## config.mk

```make
export PLATFORM = sky130hd
export DESIGN_NAME = vjs_top
export DESIGN_NICKNAME = d
export VERILOG_FILES = /design/src/rtl/vjs_pkg.sv /design/src/rtl/vjs_clear_sel.sv /design/src/rtl/vjs_strobe_edge.sv /design/src/rtl/vjs_step_seq.sv /design/src/rtl/vjs_byte_drive.sv /design/src/rtl/vjs_top.sv
export SDC_FILE = /design/constraint.sdc
export NUM_CORES = 1
export LEC_CHECK = 0
export BUFFER_PORTS_ARGS = -buffer_cell sky130_fd_sc_hd__buf_2
export CAP_MARGIN = 20
export CORE_AREA = 5 5 42 44
export CTS_BUF_LIST = sky130_fd_sc_hd__clkbuf_16
export CTS_CLUSTER_SIZE = 28
export DETAILED_ROUTE_END_ITERATION = 8
export DIE_AREA = 0 0 47 49
export GPL_TIMING_DRIVEN = 1
export PLACE_DENSITY_LB_ADDON = 0.05
export SLEW_MARGIN = 15
export SYNTH_ARGS = -nofsm -noshare
export SYNTH_HDL_FRONTEND = slang
export SYNTH_SLANG_ARGS = --single-unit
```

## constraint.sdc

```tcl
create_clock -name clk -period 2.5 [get_ports clk]
set_input_delay 0.375 -clock clk [delete_from_list [all_inputs] [get_ports clk]]
set_output_delay 0.375 -clock clk [all_outputs]
set_load 0.02 [all_outputs]
```

## src/rtl/vjs_pkg.sv

```systemverilog
package vjs_pkg;

  localparam int VJS_BYTE_W  = 8;
  localparam int VJS_N_BYTES = 4;
  localparam int VJS_STEPS   = VJS_N_BYTES + 1;
  localparam int VJS_STEP_W  = $clog2(VJS_STEPS);

  typedef enum logic {
    PH_IDLE = 1'b0,
    PH_RUN  = 1'b1
  } vjs_phase_e;

  // Byte emitted at a given step; steps past the stream give zero.
  function automatic logic [VJS_BYTE_W-1:0] vjs_pick_byte(
    input logic [VJS_STEP_W-1:0] step,
    input logic [VJS_BYTE_W-1:0] page,
    input logic [VJS_BYTE_W-1:0] op_di,
    input logic [VJS_BYTE_W-1:0] op_jmp,
    input logic [VJS_BYTE_W-1:0] lo_addr
  );
    logic [VJS_BYTE_W-1:0] b;
    case (step)
      VJS_STEP_W'(0): b = op_di;
      VJS_STEP_W'(1): b = op_jmp;
      VJS_STEP_W'(2): b = lo_addr;
      VJS_STEP_W'(3): b = page;
      default:        b = '0;
    endcase
    return b;
  endfunction

  // True when a step still drives a byte.
  function automatic logic vjs_step_drives(input logic [VJS_STEP_W-1:0] step);
    return (int'(step) < VJS_N_BYTES);
  endfunction

endpackage

```

## src/rtl/vjs_clear_sel.sv

```systemverilog
module vjs_clear_sel (
  input  logic clr_sel,
  input  logic por_n,
  input  logic sys_reset_n,
  input  logic jump_en,
  output logic seq_clr_n,
  output logic start_req
);
  always_comb begin
    seq_clr_n = clr_sel ? sys_reset_n : por_n;
    start_req = jump_en & ~seq_clr_n;
  end
endmodule

```

## src/rtl/vjs_strobe_edge.sv

```systemverilog
module vjs_strobe_edge (
  input  logic clk,
  input  logic por_n,
  input  logic strobe,
  output logic done_pulse
);
  logic prev_q;

  always_ff @(posedge clk) begin
    if (!por_n) prev_q <= 1'b0;
    else        prev_q <= strobe;
  end

  assign done_pulse = prev_q & ~strobe;
endmodule

```

## src/rtl/vjs_step_seq.sv

```systemverilog
module vjs_step_seq
  import vjs_pkg::*;
#(
  parameter int STEP_W    = VJS_STEP_W,
  parameter int LAST_STEP = VJS_STEPS - 1
) (
  input  logic              clk,
  input  logic              por_n,
  input  logic              start_req,
  input  logic              advance,
  output logic              active,
  output logic [STEP_W-1:0] step
);
  localparam logic [STEP_W-1:0] LAST = STEP_W'(LAST_STEP);

  vjs_phase_e        ph_q;
  logic [STEP_W-1:0] step_q;
  logic              at_last;

  assign at_last = (step_q == LAST);

  always_ff @(posedge clk) begin
    if (start_req) begin
      ph_q   <= PH_RUN;
      step_q <= '0;
    end else if (!por_n) begin
      ph_q   <= PH_IDLE;
      step_q <= '0;
    end else if (ph_q == PH_RUN && advance) begin
      if (at_last) begin
        ph_q   <= PH_IDLE;
        step_q <= '0;
      end else begin
        step_q <= step_q + STEP_W'(1);
      end
    end
  end

  assign active = (ph_q == PH_RUN);
  assign step   = step_q;


  step_adv_chk: assert property (@(posedge clk) disable iff (!por_n)
    (active && advance && !start_req && !at_last) |=> (step == $past(step) + STEP_W'(1)));


  release_chk: assert property (@(posedge clk) disable iff (!por_n)
    (active && advance && !start_req && at_last) |=> !active);


  hold_chk: assert property (@(posedge clk) disable iff (!por_n)
    (active && !advance && !start_req) |=> ($stable(step) && active));


  restart_chk: assert property (@(posedge clk) disable iff (!por_n)
    start_req |=> (active && step == '0));


  idle_stay_chk: assert property (@(posedge clk) disable iff (!por_n)
    (!active && !start_req) |=> !active);
endmodule

```

## src/rtl/vjs_byte_drive.sv

```systemverilog
module vjs_byte_drive
  import vjs_pkg::*;
#(
  parameter logic [VJS_BYTE_W-1:0] OP_DI   = 8'hF3,
  parameter logic [VJS_BYTE_W-1:0] OP_JMP  = 8'hC3,
  parameter logic [VJS_BYTE_W-1:0] LO_ADDR = 8'h00
) (
  input  logic                  active,
  input  logic [VJS_STEP_W-1:0] step,
  input  logic [VJS_BYTE_W-1:0] page_sw,
  output logic [VJS_BYTE_W-1:0] dout,
  output logic                  dout_oe
);
  always_comb begin
    dout_oe = active & vjs_step_drives(step);
    dout    = dout_oe ? vjs_pick_byte(step, page_sw, OP_DI, OP_JMP, LO_ADDR) : '0;
  end
endmodule

```

## src/rtl/vjs_top.sv

```systemverilog
module vjs_top
  import vjs_pkg::*;
#(
  parameter logic [VJS_BYTE_W-1:0] OP_DI   = 8'hF3,
  parameter logic [VJS_BYTE_W-1:0] OP_JMP  = 8'hC3,
  parameter logic [VJS_BYTE_W-1:0] LO_ADDR = 8'h00
) (
  input  logic                  clk,
  input  logic                  por_n,
  input  logic                  sys_reset_n,
  input  logic                  clr_sel,
  input  logic                  jump_en,
  input  logic [VJS_BYTE_W-1:0] page_sw,
  input  logic                  rd_strobe,
  output logic [VJS_BYTE_W-1:0] dout,
  output logic                  dout_oe,
  output logic                  phantom,
  output logic                  rom_inhibit
);
  logic                  seq_clr_n;
  logic                  start_req;
  logic                  read_done;
  logic                  seq_active;
  logic [VJS_STEP_W-1:0] seq_step;

  vjs_clear_sel u_clr (
    .clr_sel     (clr_sel),
    .por_n       (por_n),
    .sys_reset_n (sys_reset_n),
    .jump_en     (jump_en),
    .seq_clr_n   (seq_clr_n),
    .start_req   (start_req)
  );

  vjs_strobe_edge u_edge (
    .clk        (clk),
    .por_n      (por_n),
    .strobe     (rd_strobe),
    .done_pulse (read_done)
  );

  vjs_step_seq u_seq (
    .clk       (clk),
    .por_n     (por_n),
    .start_req (start_req),
    .advance   (read_done),
    .active    (seq_active),
    .step      (seq_step)
  );

  vjs_byte_drive #(
    .OP_DI   (OP_DI),
    .OP_JMP  (OP_JMP),
    .LO_ADDR (LO_ADDR)
  ) u_drv (
    .active  (seq_active),
    .step    (seq_step),
    .page_sw (page_sw),
    .dout    (dout),
    .dout_oe (dout_oe)
  );

  assign phantom     = seq_active;
  assign rom_inhibit = seq_active;


  start_drive_chk: assert property (@(posedge clk) disable iff (!por_n)
    start_req |=> (dout_oe && dout == OP_DI && phantom && rom_inhibit));


  unarmed_quiet_chk: assert property (@(posedge clk) disable iff (!por_n)
    (!jump_en && !phantom) |=> !phantom);


  seq_clr_src_chk: assert property (@(posedge clk) disable iff (!por_n)
    (jump_en && !phantom && clr_sel && sys_reset_n) |=> !dout_oe);
endmodule

```

# Word-level counts from Yosys, hierarchy flattened
# Cells that the tools add are included.
# Widths: inputs -> output; s select.
classes:
  reduce_logical: 4
  n_bitwise: 6
  add_sub_neg: 1
  n_mux: 7
  eq_ne: 5
  n_lt_le_gt_ge: 1
ops:
  columns: ["operator", "n"]
  rows:
  - ["$pmux 8 s3", 1]
  - ["$mux 8", 1]
  - ["$mux 1", 4]
  - ["$ne 2x1->1 const B", 2]
  - ["$add 3x1->3 const B", 1]
  - ["$and 1x1->1", 3]
  - ["$eq 3x1->1 const B", 1]
  - ["$eq 3x2->1 const B", 1]
  - ["$eq 3x3->1 const B", 1]
  - ["$logic_not 3->1", 1]
  - ["$lt 3x3->1 const B", 1]
  - ["$mux 3", 1]
  - ["$not 1->1", 3]
  - ["$reduce_and 2->1", 1]
  - ["$reduce_or 2->1", 1]
  - ["$logic_and 1x1->1", 1]
totals:
  in_bits: 14
  elab_cells: 27
  regBits: 5
  output_inout_bits: 11

# Depth between registers and ports, before layout
# Gate-level depths: netlist of the first run.
depth:
  word_depth: 5
  depth_mapped: 5
  mapped_depth_nobuf: 5

# Modules after synthesis
# From an unflattened synthesis of the first run, not the netlist that was laid out.
unflattened:
  cells_unflattened: 48
  area_unflattened_um2: 381.6
by_module_without_submodules:
  columns: ["mod", "seq_area_each_um2", "n_inst", "area_per_inst_um2", "cells_each"]
  rows:
  - ["vjs_step_seq", 80.1, 1, 196.4, 22]
  - ["vjs_byte_drive", 0.0, 1, 116.4, 19]
  - ["vjs_strobe_edge", 20.0, 1, 36.3, 3]
  - ["vjs_clear_sel", 0.0, 1, 25.0, 3]
  - ["vjs_top", 0.0, 1, 7.5, 1]

# Least setup slack after synthesis of the first run
# Ideal clock, no wire load.
synth_path:
  kind: "register to output"
  from: "register u_seq.ph_q, in the netlist u_seq.active"
  to: "output port dout[0]"
  required_time_ns: 2.125
  stages_incl_launch_ff: 4
  n_path_buf: 0
  slack_ns: 0.872
  arrival_time_ns: 1.253
  cell_sequence: "dfxtp_1 > nor2b_4 > o21ai_2 > a21oi_1"
synth_between:
  elab_chain_cells: 2
synth_lines:
  columns: ["item", "line_no", "rtl"]
  rows:
  - ["from (decl)", "vjs_step_seq.sv:16", "vjs_phase_e ph_q;"]
  - ["from (signal assigned)", "vjs_step_seq.sv:24", "ph_q <= PH_RUN;"]
  - ["from (signal assigned)", "vjs_step_seq.sv:27", "ph_q <= PH_IDLE;"]
  - ["from (signal assigned)", "vjs_step_seq.sv:31", "ph_q <= PH_IDLE;"]
  - ["$and 1x1->1", "vjs_byte_drive.sv:15", "dout_oe = active & vjs_step_drives(step);"]
  - ["named net dout_oe", "vjs_top.sv:16", "output logic dout_oe,"]
  - ["$mux 8", "vjs_byte_drive.sv:16", "dout = dout_oe ? vjs_pick_byte(step, page_sw, OP_DI, OP_JMP, LO_ADDR) : '0;"]
  - ["to (decl)", "vjs_top.sv:15", "output logic [VJS_BYTE_W-1:0] dout,"]
# The timed path passes the listed nets, and every way through them passes these cells.

# Worst setup path in the final report of the first run
layout_path:
  from: "register u_seq.step_q[0], in the netlist u_seq.step[0]"
  to: "output port dout[0]"
layout_between:
  elab_chain_cells: 3
  elab_cells_between_ends: 7
  cone_classes: "1 x order compare; 2 x eq/ne; 2 x mux; 1 x bitwise; 1 x reduce/logical"
layout_lines:
  columns: ["item", "line_no", "rtl"]
  rows:
  - ["from (decl)", "vjs_step_seq.sv:17", "logic [STEP_W-1:0] step_q;"]
  - ["from (signal assigned)", "vjs_step_seq.sv:34", "step_q <= step_q + STEP_W'(1);"]
  - ["$lt 3x3->1 (tied with other cells)", "vjs_pkg.sv:34", "return (int'(step) < VJS_N_BYTES);"]
  - ["$and 1x1->1 / $pmux 8 s3 (equally long branches)", "vjs_byte_drive.sv:15, vjs_pkg.sv:22", null]
  - ["$mux 8 *", "vjs_byte_drive.sv:16", null]
# Every way passes the cells marked *; elsewhere a longest branch is shown, timed or not.

==> results.md, run 1 <==
- Status: finished clean
- Pwr dens: 708 nW/µm²
- DIE AREA: approximately 2300 µm²
- Crit. End Element: output port
- Crit path launch type: flop
- Achievable frequency: 534 MHz
- Xor/xnor cell area share of the yosys netlist: 0%
- Yosys top cell by area: dfxtp_1
- Fin nets: 96
- Drt first pass iters: 2
- Yosys reg bits: 5
- Compound-cell area share of the yosys netlist: 19.9%
- Drt total wl: 922 µm
- CTS Sinks: 5
- Final hold violations: 0
- Final Cycle Share: between 70% and 80%
- Max-slew violations: 0
- Crit path max fanout: 8
- Vias per std cell: 4.55
- Final setup fails: 0
- Max_slew headroom: 74.0%
- Vias: approximately 420
- # IOs: 25
- Total power: 0.000416 W
- Clock slew at reported path FFs: 0.03 ns
- Die height: 49 µm
- Routability Congestion: 0.685
- Total grt overflow: 0
- Crit path kind: reg -> out
- Leakage: approximately 0.3 nW
- Area of the multi-input gates: 258 µm²
- GRT Resource Usage Total: 7.89%
- Max cap viols: 0
- Root buffer cell: clkbuf_16
- Unique masters post-synth: 17
- Syn nets: 68
- Synth top area share: 26.6%
- Final TNS setup: 0 ns
- Wirelength per Cell: around 9.9 µm
- # DRC: 0
- Worst Path Arrival: about 1.5 ns
- CTS buffer count: 3
- Initial antenna violation count: 0
- Postcts setup bufs: 0
- CTS Hold Buffers Added: 0
- CTS tree: done
- Synth-to-Final Area Change: 56.1%
- Initial DRC count: 1
- Port-buffer cells: 24
- H-tree levels: 1
- Sequential-to-total area share from yosys stat: a little over a quarter
- # resized after CTS: 0
- Ranking of synthesized cells by area: dfxtp_1, ha_1, nand2_1
- Simple-gate portion of the synthesized area: 32.6%
- Effective utilization at floorplan: between 20% and 30%
- Commonest non-fill, non-tap cells in the layout: buf_2, nand2_1, a21oi_1, dfxtp_1
- Largest net degree at the start of global routing: 9
- Synth warnings: 0
- RSZ-0062 raised after global routing: no
- WP data required: 2.12 ns
- Cells after synthesis: 50
- First-pass GRT wire length: 1410 µm
- Worst-case clock buffer depth: 2
- FP Rows: 14
- Ant. Diodes: 0
- Worst Skew: 0.000282 ns
- Leading cell type in the layout, fill and taps excluded: buf_2
- Hold_ws: 0.367 ns
- Tmin final: between 1.5 and 2 ns
- Worst VDD drop: 0.419 mV
- DP HPWL: 776 µm
- Core area: 1400 µm²
- Mux cell area share after synthesis: 2.66%
- Post-route ant nets: 0
- Worst Tran Pin Value: 0.387 ns
- Clock latency on the worst-skew pair: 0.22 ns
- Adder-Cell Fraction of Synth Area: 13.3%
- Die width: 47 µm
- Hold crit path type: in -> reg
- Number of global-route vias before repair: 355
- Main combinational cell family by area after synthesis: simple AND/OR/NAND/NOR gates
- Layout cells sized above 1: 41.6%
- Syn Std Cell Area: 377 µm²
- Register area: around 100 µm²
- Filler cells: 154
- Post-synthesis area per instance: between 7 and 8 µm²
==> power by group <==
part / internal, W / switching [W]
registers: 0.0000836 / 0.00000358
logic: 0.0000293 / 0.0000443
clock network: 0.000207 / 0.0000486
total: 0.000320 / 0.0000965
==> cells in the mapped netlist <==
cell type / n
nand3_1: 2
nor2b_4: 1
a21oi_1: 9
and3b_2: 1
o211ai_1: 1
buf_4: 1
and3_1: 2
nand2_1: 13
o21ai_2: 2
nand2_2: 1
o21ai_0: 1
nand3b_1: 2
dfxtp_1: 5
ha_1: 4
and2_1: 1
mux2i_1: 1
inv_1: 3
==> logic make-up after synthesis <==
kind of cell,count (synthesis)
mux,1
fa+ha+maj,4
flops,5
compound gates,13
simple gates,23
buf+inv,4
==> sequential cells by signal (all words and copies together) (netlist names) <==
| name | cells |
|---|---|
| u_seq.active | 1 |
| u_edge.prev_q | 1 |
| u_seq.step | 3 |
==> worst max-delay path: stages, from the launching register on <==
cell and delay [ns]:
dfxtp_1 0.41, ha_1 0.18, ha_1 0.28, nand2_1 0.08, a21oi_1 0.15, buf_2 0.18
==> layer usage <==
metal | global-route usage [%] | wire length, µm
met4 | 2.76 | 0
met2 | 11.8 | 359
met5 | 0 | 0
met3 | 2.95 | 161
met1 | 10.1 | 401
==> worst paths after layout <==
kind	start	to	slack [ns]	cells past startpoint
setup / recovery	u_seq.step[0]	dout[0]	0.63	5
hold / removal	jump_en	u_seq.active	0.37	3
setup reg to reg	u_seq.step[2]	u_seq.step[2]	1.31	4
hold reg to reg	u_seq.step[1]	u_seq.step[1]	0.47	2
==> stage by stage <==
stage	instances	setup WS [ns]	cell area (µm²)	util, %
2_1_floorplan	50	0.872	377	-
3_5_place_dp	89	0.852	509	36.3
3_3_place_gp	89	0.854	509	36.3
4_1_cts	93	0.608	588	42.0
5_1_grt	93	0.491	588	42.0
6_report	93	0.626	588	42.0
==> area by class of cell <==
cell class / instances / share of cell area (%)
multi-input combinational: 41 / 43.8
timing repair buffer: 24 / 20.4
sequential: 5 / 17.0
clock buffer: 3 / 12.8
tap: 16 / 3.40
inverter: 3 / 1.91
clock inverter: 1 / 0.638
Power figures use the tool's default switching activity.
==> run 2: changes to the inputs <==
Clock period 2.5 ns to 1.85 ns, I/O delays scaled along.
==> run 2 against run 1 <==
Cell area rose by 1.9%. Total power rose by 36%. Die area stayed put. Via count shrank 1.4%. Critical path depth did not move. Critical endpoint unchanged. Largest cell class unchanged. Largest power group unchanged.
==> results.md, run 2 (synthesis results as in run 1) <==
- Status: finished clean
- Worst Tran Pin Value: 0.391 ns
- H-tree levels: 1
- Worst VDD drop: 0.569 mV
- Wirelength per Cell: around 9.6 µm
- Met3 Wirelength: 141 µm
- # IOs: 25
- CTS tree: done
- Wire length on met2: 342 µm
- Root buffer cell: clkbuf_16
- Drt first pass iters: 1
- Worst Skew: 0.000618 ns
- Die height: roughly 49 µm
- CTS Hold Buffers Added: 0
- Largest net degree at the start of global routing: 9
- Effective utilization at floorplan: 26.9%
- WP data required: 1.57 ns
- Vias per std cell: approximately 4.5
- Port-buffer cells: 24
- Worst-case clock buffer depth: 2
- Ant. Diodes: 0
- CTS buffer count: 3
- Number of global-route vias before repair: ~370
- Filler cells: approximately 150
- FP Rows: 14
- Crit. End Element: output port
- Total grt overflow: 0
- GRT Resource Usage Total: slightly above 8%
- Top layer reached by signal wires: met3
- Hold crit path type: in -> reg
- Total power: 0.000566 W
- First-pass GRT wire length: 1410 µm
- Crit path kind: reg -> out
- M1 WL: 410 µm
- Worst Path Arrival: 1.42 ns
- Layout cells sized above 1: 44.2%
- Initial DRC count: 0
- Crit path max fanout: 5
- Max cap viols: 0
- Final hold violations: 0
- DP HPWL: 765 µm
- Pwr dens: 944 nW/µm²
- Die width: 47 µm
- DIE AREA: around 2300 µm²
- # resized after CTS: 0
- Routability Congestion: 0.685
- Leakage: 0.299 nW
- RSZ-0062 raised after global routing: no
- Final TNS setup: 0 ns
- Initial antenna violation count: 0
- Vias: approximately 420
- Tmin final: 1.70 ns
- Postcts setup bufs: 0
- Achievable frequency: 587 MHz
- Core area: 1400 µm²
- Clock slew at reported path FFs: 0.03 ns
- Max-slew violations: 0
- # DRC: 0
- Synth-to-Final Area Change: 59.1%
- Final Cell Area: 599 µm²
- Post-route ant nets: 0
- Max_slew headroom: 73.7%
- Max FFs per register: 3
- Leading cell type in the layout, fill and taps excluded: buf_2
- Clock latency on the worst-skew pair: roughly 0.22 ns
- DP Area: between 500 and 600 µm²
- Commonest non-fill, non-tap cells in the layout: buf_2, nand2_1, a21oi_1, inv_1, dfxtp_1
- Drt total wl: between 800 and 900 µm
- Fin nets: 96
- Final setup fails: 0
- Final Cycle Share: 92.0%
- Crit path launch type: flop
- CTS Sinks: 5
[run 2: cell count changes in the layout (fill, tap and decap cells not counted)]
cell,before,now
o21ai_4,0,1
ha_1,4,3
dfxtp_2,0,1
o21ai_2,2,1
ha_2,0,1
dfxtp_1,5,4
[run 2: area by class of cell]
type                       count  area (µm²)  area share, %
multi-input combinational     41         268           44.7
tap                           16        20.0           3.34
clock buffer                   3        75.1           12.5
clock inverter                 1        3.75          0.626
timing repair buffer          24         120           20.0
inverter                       3        11.3           1.88
sequential                     5         101           16.9
[run 2: metal layers]
layer  track usage, %  vias up
met5                0        -
met4             4.15        0
met3             2.58        0
met2             12.2       22
met1             9.91      168
li1                 -      227
[run 2: power by group]
group	internal [W]	leakage, nW	total (W)	switching (W)
logic	0.0000408	0.215	0.000101	0.0000606
clock network	0.000280	0.0423	0.000346	0.0000668
registers	0.000113	0.0414	0.000118	0.00000498
[run 2: final timing paths]
kind / from / to / slack (ns) / cells after the start
setup / recovery: u_seq.step[0] / dout[0] / 0.15 / 5
hold / removal: jump_en / u_seq.active / 0.27 / 3
setup reg to reg: u_seq.step[0] / u_seq.active / 0.67 / 5
hold reg to reg: u_seq.step[1] / u_seq.step[1] / 0.48 / 2
[run 2: metrics by stage]
step                utilization [%]  hold slack [ns]  instances  setup slack (ns)
finish                         42.8            0.274         93             0.148
global route                   42.8            0.281         93            0.0386
CTS                            42.0            0.269         93            0.0675
detailed placement             36.3            0.479         89             0.310
global placement               36.3            0.474         89             0.301
floorplan                         -            0.384         50             0.320
[run 2: critical path: stages (launching register included)]
cell and delay, ns:
dfxtp_2 0.38, inv_1 0.07, ha_1 0.28, o21ai_2 0.22, a21oi_1 0.09, buf_2 0.16
